==> config.mk <==
export PLATFORM = sky130hd
export DESIGN_NAME = cr_bank_file
export DESIGN_NICKNAME = d
export VERILOG_FILES = /design/src/rtl/cr_pkg.sv /design/src/rtl/cr_status.sv /design/src/rtl/cr_stack_bank.sv /design/src/rtl/cr_word_store.sv /design/src/rtl/cr_bank_file.sv
export SDC_FILE = /design/constraint.sdc
export NUM_CORES = 1
export LEC_CHECK = 0
export BUFFER_PORTS_ARGS = -buffer_cell sky130_fd_sc_hd__buf_2
export CAP_MARGIN = 0
export CORE_MARGIN = 4
export CORE_UTILIZATION = 54
export CTS_CLUSTER_SIZE = 8
export DETAILED_ROUTE_END_ITERATION = 12
export GPL_ROUTABILITY_DRIVEN = 0
export PLACE_DENSITY = 0.88
export SYNTH_ARGS = -nofsm -noshare
export SYNTH_HDL_FRONTEND = slang
export SYNTH_SLANG_ARGS = --single-unit
==> constraint.sdc <==
create_clock -name clk -period 2.49 [get_ports clk]
set_input_delay 0.1245 -clock clk [delete_from_list [all_inputs] [get_ports clk]]
set_output_delay 0.1245 -clock clk [all_outputs]
set_load 0.01 [all_outputs]
==> src/rtl/cr_pkg.sv <==
package cr_pkg;
  localparam int CR_PSW    = 0;
  localparam int CR_COND   = 1;
  localparam int CR_SP_SYS = 2;
  localparam int CR_SP_USR = 3;
  localparam int CR_PLAIN0 = 4;
  localparam int CR_PLAIN1 = 5;
  localparam int CR_BPC    = 6;
  localparam int CR_BBPC   = 7;
  localparam int CR_BBPSW  = 8;
  localparam int CR_LAST   = 8;
  localparam int STORE_DEPTH = 4;
endpackage

==> src/rtl/cr_status.sv <==
module cr_status #(
  parameter int DW = 32
) (
  input  logic          clk,
  input  logic          rst,
  input  logic          wr_psw,
  input  logic          wr_cond,
  input  logic          wr_bbpsw,
  input  logic [2:0]    bpsw_wd,
  input  logic [1:0]    psw_wd,
  input  logic [2:0]    bbpsw_wd,
  input  logic          cond_wd,
  output logic          sm,
  output logic [DW-1:0] psw_view,
  output logic [DW-1:0] cond_view,
  output logic [DW-1:0] bbpsw_view
);
  logic [2:0] bpsw_q;
  logic [1:0] psw_q;
  logic [2:0] bbpsw_q;
  logic       cond_q;

  always_ff @(posedge clk) begin
    if (rst) begin
      bpsw_q  <= '0;
      psw_q   <= '0;
      bbpsw_q <= '0;
      cond_q  <= 1'b0;
    end else begin
      if (wr_psw) begin
        bpsw_q <= bpsw_wd;
        psw_q  <= psw_wd;
      end
      if (wr_psw || wr_cond) cond_q <= cond_wd;
      if (wr_bbpsw) bbpsw_q <= bbpsw_wd;
    end
  end

  assign sm = psw_q[1];

  always_comb begin
    psw_view        = '0;
    psw_view[15:14] = bpsw_q[2:1];
    psw_view[8]     = bpsw_q[0];
    psw_view[7:6]   = psw_q;
    psw_view[0]     = cond_q;
    cond_view       = '0;
    cond_view[0]    = cond_q;
    bbpsw_view      = '0;
    bbpsw_view[7:6] = bbpsw_q[2:1];
    bbpsw_view[0]   = bbpsw_q[0];
  end
endmodule

==> src/rtl/cr_stack_bank.sv <==
module cr_stack_bank #(
  parameter int DW = 32
) (
  input  logic          clk,
  input  logic          rst,
  input  logic          sm,
  input  logic          wr_psw,
  input  logic          new_sm,
  input  logic          wr_sys,
  input  logic          wr_usr,
  input  logic [DW-1:0] wdata,
  input  logic          sp_we,
  input  logic [DW-1:0] sp_wd,
  output logic [DW-1:0] sp_q,
  output logic [DW-1:0] sys_q,
  output logic [DW-1:0] usr_q,
  output logic [DW-1:0] sys_view,
  output logic [DW-1:0] usr_view
);
  logic [DW-1:0] sp_n, sys_n, usr_n;

  always_comb begin
    sp_n  = sp_q;
    sys_n = sys_q;
    usr_n = usr_q;
    if (sp_we) sp_n = sp_wd;
    if (wr_psw && (new_sm != sm)) begin
      if (new_sm) begin
        usr_n = sp_q;
        sp_n  = sys_q;
      end else begin
        sys_n = sp_q;
        sp_n  = usr_q;
      end
    end else if (wr_sys) begin
      if (sm) sp_n = wdata;
      else    sys_n = wdata;
    end else if (wr_usr) begin
      if (!sm) sp_n = wdata;
      else     usr_n = wdata;
    end
  end

  always_ff @(posedge clk) begin
    if (rst) begin
      sp_q  <= '0;
      sys_q <= '0;
      usr_q <= '0;
    end else begin
      sp_q  <= sp_n;
      sys_q <= sys_n;
      usr_q <= usr_n;
    end
  end

  assign sys_view = sm  ? sp_q : sys_q;
  assign usr_view = !sm ? sp_q : usr_q;
endmodule

==> src/rtl/cr_word_store.sv <==
module cr_word_store #(
  parameter int DW    = 32,
  parameter int DEPTH = 4,
  localparam int IW   = (DEPTH > 1) ? $clog2(DEPTH) : 1
) (
  input  logic          clk,
  input  logic          rst,
  input  logic          we,
  input  logic [IW-1:0] idx,
  input  logic [DW-1:0] wdata,
  output logic [DW-1:0] rword
);
  logic [DW-1:0] mem [DEPTH];

  for (genvar g = 0; g < DEPTH; g++) begin : g_word
    always_ff @(posedge clk) begin
      if (rst) mem[g] <= '0;
      else if (we && (idx == IW'(g))) mem[g] <= wdata;
    end
  end

  assign rword = mem[idx];
endmodule

==> src/rtl/cr_bank_file.sv <==
module cr_bank_file #(
  parameter int DW = 32,
  parameter int AW = 4
) (
  input  logic          clk,
  input  logic          rst,
  input  logic [AW-1:0] cr_addr,
  input  logic          cr_wr_en,
  input  logic [DW-1:0] cr_wdata,
  input  logic          cr_rd_en,
  output logic [DW-1:0] cr_rdata,
  input  logic          sp_wr_en,
  input  logic [DW-1:0] sp_wdata,
  output logic [DW-1:0] sp_live
);
  import cr_pkg::*;

  localparam int IW = $clog2(STORE_DEPTH);
  localparam logic [AW-1:0] A_PSW   = AW'(CR_PSW);
  localparam logic [AW-1:0] A_COND  = AW'(CR_COND);
  localparam logic [AW-1:0] A_SYS   = AW'(CR_SP_SYS);
  localparam logic [AW-1:0] A_USR   = AW'(CR_SP_USR);
  localparam logic [AW-1:0] A_P0    = AW'(CR_PLAIN0);
  localparam logic [AW-1:0] A_P1    = AW'(CR_PLAIN1);
  localparam logic [AW-1:0] A_BPC   = AW'(CR_BPC);
  localparam logic [AW-1:0] A_BBPC  = AW'(CR_BBPC);
  localparam logic [AW-1:0] A_BBPSW = AW'(CR_BBPSW);

  logic          sm;
  logic [DW-1:0] psw_view, cond_view, bbpsw_view;
  logic [DW-1:0] sys_bank, usr_bank, sys_view, usr_view;
  logic [DW-1:0] store_word, rd_view;
  logic          in_store;
  logic [IW-1:0] store_idx;

  assign in_store  = (cr_addr >= A_P0) && (cr_addr <= A_BBPC);
  assign store_idx = IW'(cr_addr - A_P0);

  cr_status #(.DW(DW)) u_status (
    .clk        (clk),
    .rst        (rst),
    .wr_psw     (cr_wr_en && (cr_addr == A_PSW)),
    .wr_cond    (cr_wr_en && (cr_addr == A_COND)),
    .wr_bbpsw   (cr_wr_en && (cr_addr == A_BBPSW)),
    .bpsw_wd    ({cr_wdata[15:14], cr_wdata[8]}),
    .psw_wd     (cr_wdata[7:6]),
    .bbpsw_wd   ({cr_wdata[7:6], cr_wdata[0]}),
    .cond_wd    (cr_wdata[0]),
    .sm         (sm),
    .psw_view   (psw_view),
    .cond_view  (cond_view),
    .bbpsw_view (bbpsw_view)
  );

  cr_stack_bank #(.DW(DW)) u_stack (
    .clk      (clk),
    .rst      (rst),
    .sm       (sm),
    .wr_psw   (cr_wr_en && (cr_addr == A_PSW)),
    .new_sm   (cr_wdata[7]),
    .wr_sys   (cr_wr_en && (cr_addr == A_SYS)),
    .wr_usr   (cr_wr_en && (cr_addr == A_USR)),
    .wdata    (cr_wdata),
    .sp_we    (sp_wr_en),
    .sp_wd    (sp_wdata),
    .sp_q     (sp_live),
    .sys_q    (sys_bank),
    .usr_q    (usr_bank),
    .sys_view (sys_view),
    .usr_view (usr_view)
  );

  cr_word_store #(.DW(DW), .DEPTH(STORE_DEPTH)) u_store (
    .clk   (clk),
    .rst   (rst),
    .we    (cr_wr_en && in_store),
    .idx   (store_idx),
    .wdata (cr_wdata),
    .rword (store_word)
  );

  always_comb begin
    rd_view = '0;
    case (cr_addr)
      A_PSW:          rd_view = psw_view;
      A_COND:         rd_view = cond_view;
      A_SYS:          rd_view = sys_view;
      A_USR:          rd_view = usr_view;
      A_P0, A_P1:     rd_view = store_word;
      A_BPC, A_BBPC:  rd_view = {store_word[DW-1:1], 1'b0};
      A_BBPSW:        rd_view = bbpsw_view;
      default:        rd_view = '0;
    endcase
  end

  always_ff @(posedge clk) begin
    if (rst) cr_rdata <= '0;
    else if (cr_rd_en) cr_rdata <= rd_view;
  end
endmodule

==> impl_metrics.env <==
export IMPL_ios=137
export IMPL_drt_initial_drc_count=1282
export IMPL_syn_nets=1248
export IMPL_slowest_delay_ns=0.38
export IMPL_synth_warning_count=0
export IMPL_clk_latency_ns=0.52
export IMPL_synthDistinctLibCells=50
export IMPL_fin_hold_ws_ns=0.01740
export IMPL_dieArea_sq_um=26680
export IMPL_pwr_share_seq_pct=46.0
export IMPL_port_buffers=136
export IMPL_status="finished clean"
export IMPL_dp_hpwl_um=23430
export IMPL_drive_gt1_share_pct=27.18
export IMPL_comb_power_share_pct=9.1
export IMPL_regArea_sq_um=6528
export IMPL_relSlewSlack_pct=56.95
export IMPL_p_clk_share_pct=44.9
export IMPL_grt_max_degree=71
export IMPL_drt_wl_total_um=37460
export IMPL_ys_flop_type="dfxtp_1"
export IMPL_ys_seq_area_share_pct=50.09
export IMPL_routedWlPerCell_um=22.36
export IMPL_fin_skew_ns=0.01477
export IMPL_finalNetCount=1399
export IMPL_antenna_found_initial=2
export IMPL_netlist_instances=1175
export IMPL_vias=10590
export IMPL_postSynth_asyncResetShare_pct=0
export IMPL_area_growth_pct=19.39
export IMPL_multiInputGateArea_sq_um=6080
export IMPL_finalSetupViolations=0
export IMPL_r2r_slack_ns=0.54
export IMPL_maxCapViolCount=0
export IMPL_gr_total_overflow=0
export IMPL_rows=56
export IMPL_drc=0
export IMPL_htreeDepth=2
export IMPL_cts_sinks=263
export IMPL_final_core_util_pct=65.88
export IMPL_postLayoutCellArea_sq_um=15550
export IMPL_grt_pass1_vias=10590
export IMPL_crit_fanout=23
export IMPL_crit_family="buffers and inverters"
export IMPL_placed_cell_area_sq_um=14170
export IMPL_internal_power_mw=8.055
export IMPL_hold_violations=0
export IMPL_p_switching_mw=2.491
export IMPL_path_buf_inv=2
export IMPL_netSwitchingFraction_pct=23.62
export IMPL_syn_avg_cell_area_sq_um=11.09
export IMPL_die_w_um=163.3
export IMPL_ant_nets=0
export IMPL_rsz0062_at_grt="no"
export IMPL_dr_pass1_iters=5
export IMPL_die_h_um=163.3
export IMPL_cts_root_buf="clkbuf_16"
export IMPL_tns_ns=0
export IMPL_synth_enable_flop_cells=126
export IMPL_syn_area_sq_um=13030
export IMPL_clockBufferDepth=3
export IMPL_start_util_pct=55.18
export IMPL_tightest_slew_ns=0.6441
export IMPL_pwr_density_cell_nw_per_um2=678.0
export IMPL_critPathRequiredTime_ns=2.92
export IMPL_synth_seq_cells=263
export IMPL_timing_final_crit_share_pct=78.45
export IMPL_power_leakage_nw=5.944
export IMPL_worstPathCellList="buf_4, nand2b_1, nand2b_1, a211oi_4, buf_4, nor2_1, nor3_1"
export IMPL_start_kind="flip-flop"
export IMPL_peakVddDrop_mv=0.4931
export IMPL_worstSetupPathType="flip-flop to flip-flop"
export IMPL_slowest_stage="dfxtp_2"
export IMPL_max_freq_ghz=0.5119
export IMPL_cts_tree="done"
export IMPL_worstPathArrival_ns=2.38
export IMPL_grt_usage_pct=27.84
export IMPL_path_clk_slew_ns=0.05
export IMPL_viasPerCell=6.322
export IMPL_cts_resized=0
export IMPL_fillers=1675
export IMPL_hp_class="input port to flip-flop"
export IMPL_end_kind="flip-flop"
export IMPL_grt_pass1_wl_um=58510
export IMPL_finalCriticalPeriod_ns=1.953
export IMPL_finalMaxSlewViolations=0
export IMPL_core_area_sq_um=23610
export IMPL_cts_made_buffers=38
path summary, 6_finish.rpt:
| check | start | to | depth (start not counted) |
|---|---|---|---|
| hold reg to reg | u_status.bpsw_q[1] | u_status.bpsw_q[1] | 2 |
| setup / recovery | u_status.psw_q[1] | u_stack.sys_q[1] | 7 |
| hold / removal | cr_wdata[22] | u_store.mem[2][22] | 2 |
| setup reg to reg | u_status.psw_q[1] | u_stack.sys_q[1] | 7 |
cell type report:
cell class	instances	share of cell area [%]
flip-flops and latches	263	41.96
multi-input cells	805	39.08
repair buffers	216	9.299
clock buffers	67	6.950
well taps	319	2.566
clock inverters	1	0.05631
inverters	2	0.04826
diodes	2	0.03218
kinds of logic after synthesis:
group / after synthesis / synth area share (%)
AND/OR/NAND/NOR: 452 / 19.43
buffers and inverters: 107 / 3.947
XOR/XNOR: 3 / 0.2017
multiplexers: 104 / 12.20
flip-flops: 263 / 50.09
AO/OA/AOI/OAI: 246 / 14.14
cell usage after synthesis, types with 9 or more instances:
cell type	number	area, sq um
a211oi_1	97	728.2
a21oi_1	12	60.06
a221o_1	26	260.3
a221oi_1	27	236.5
a22oi_1	27	202.7
and2_1	126	788.3
buf_2	30	150.1
buf_4	10	75.07
clkbuf_1	54	202.7
dfxtp_1	137	2743
edfxtp_1	126	3784
mux2_4	32	480.5
mux2i_1	41	410.4
mux4_2	31	698.2
nand2_1	52	195.2
nand3_1	9	45.04
nor2_1	109	409.1
nor2_2	30	187.7
nor2b_1	38	237.7
nor3_1	41	205.2
nor3_2	31	310.3
o21ai_0	41	205.2
layer usage:
metal	global-route usage (%)	vias up	wire (um)
li1	-	4673	-
met3	5.122	134	3853
met4	11.82	0	1423
met1	37.31	5108	14180
met2	44.75	675	18010
met5	0	-	0
power groups by stage:
stage,combinational [mW],clock (mW),sequential (mW)
2_1_floorplan,0.542,0,4.92
3_3_place_gp,0.876,0,4.91
3_5_place_dp,0.901,0,4.93
4_1_cts,0.947,4.75,4.85
5_1_grt,1.02,4.96,4.87
6_report,0.955,4.74,4.85
state kept, by name, indices dropped and copies added, names as in the netlist:
name,cells
u_store.mem,126
u_stack.sp_q,32
u_status.cond_q,1
u_stack.usr_q,32
cr_rdata,32
u_status.bbpsw_q,3
u_status.psw_q,2
u_status.bpsw_q,3
u_stack.sys_q,32
what timing repair did:
item,CTS,global route
setup buffers,0,0
hold buffers,29,0
hold endpoints to repair,99,0
layout by cell type (no fill, tap or decap), drive strengths merged, types with 2 or more instances in the layout:
cell type and instances:
mux4 31, nor2 139, and2 126, a221o 26, nand3 10, mux2 32
o21bai 4, clkbuf 67, a211oi 98, nor3b 2, xor2 2, mux2i 41
a21oi 12, dfxtp 137, nor2b 38, buf 187, diode 2, nand2b 6
o21ai 42, inv 3, a22oi 27, edfxtp 126, nor3 73, o22ai 3
nand2 53, a221oi 27, dlygate4sd3 29
metrics by stage:
step	instances	setup WS, ns	power (mW)
2_1_floorplan	1175	-0.09910	5.457
3_3_place_gp	1576	0.5218	5.790
3_5_place_dp	1576	0.4615	5.829
4_1_cts	1673	0.5697	10.54
5_1_grt	1675	0.4280	10.85
6_report	1675	0.5365	10.55
worst reg2reg max path: stages, from the launching register on:
cell and delay [ns]:
dfxtp_2 0.38, buf_4 0.28, nand2b_1 0.12, nand2b_1 0.20, a211oi_4 0.24, buf_4 0.38
nor2_1 0.11, nor3_1 0.16
No activity file was read; power rests on OpenSTA's default activity.
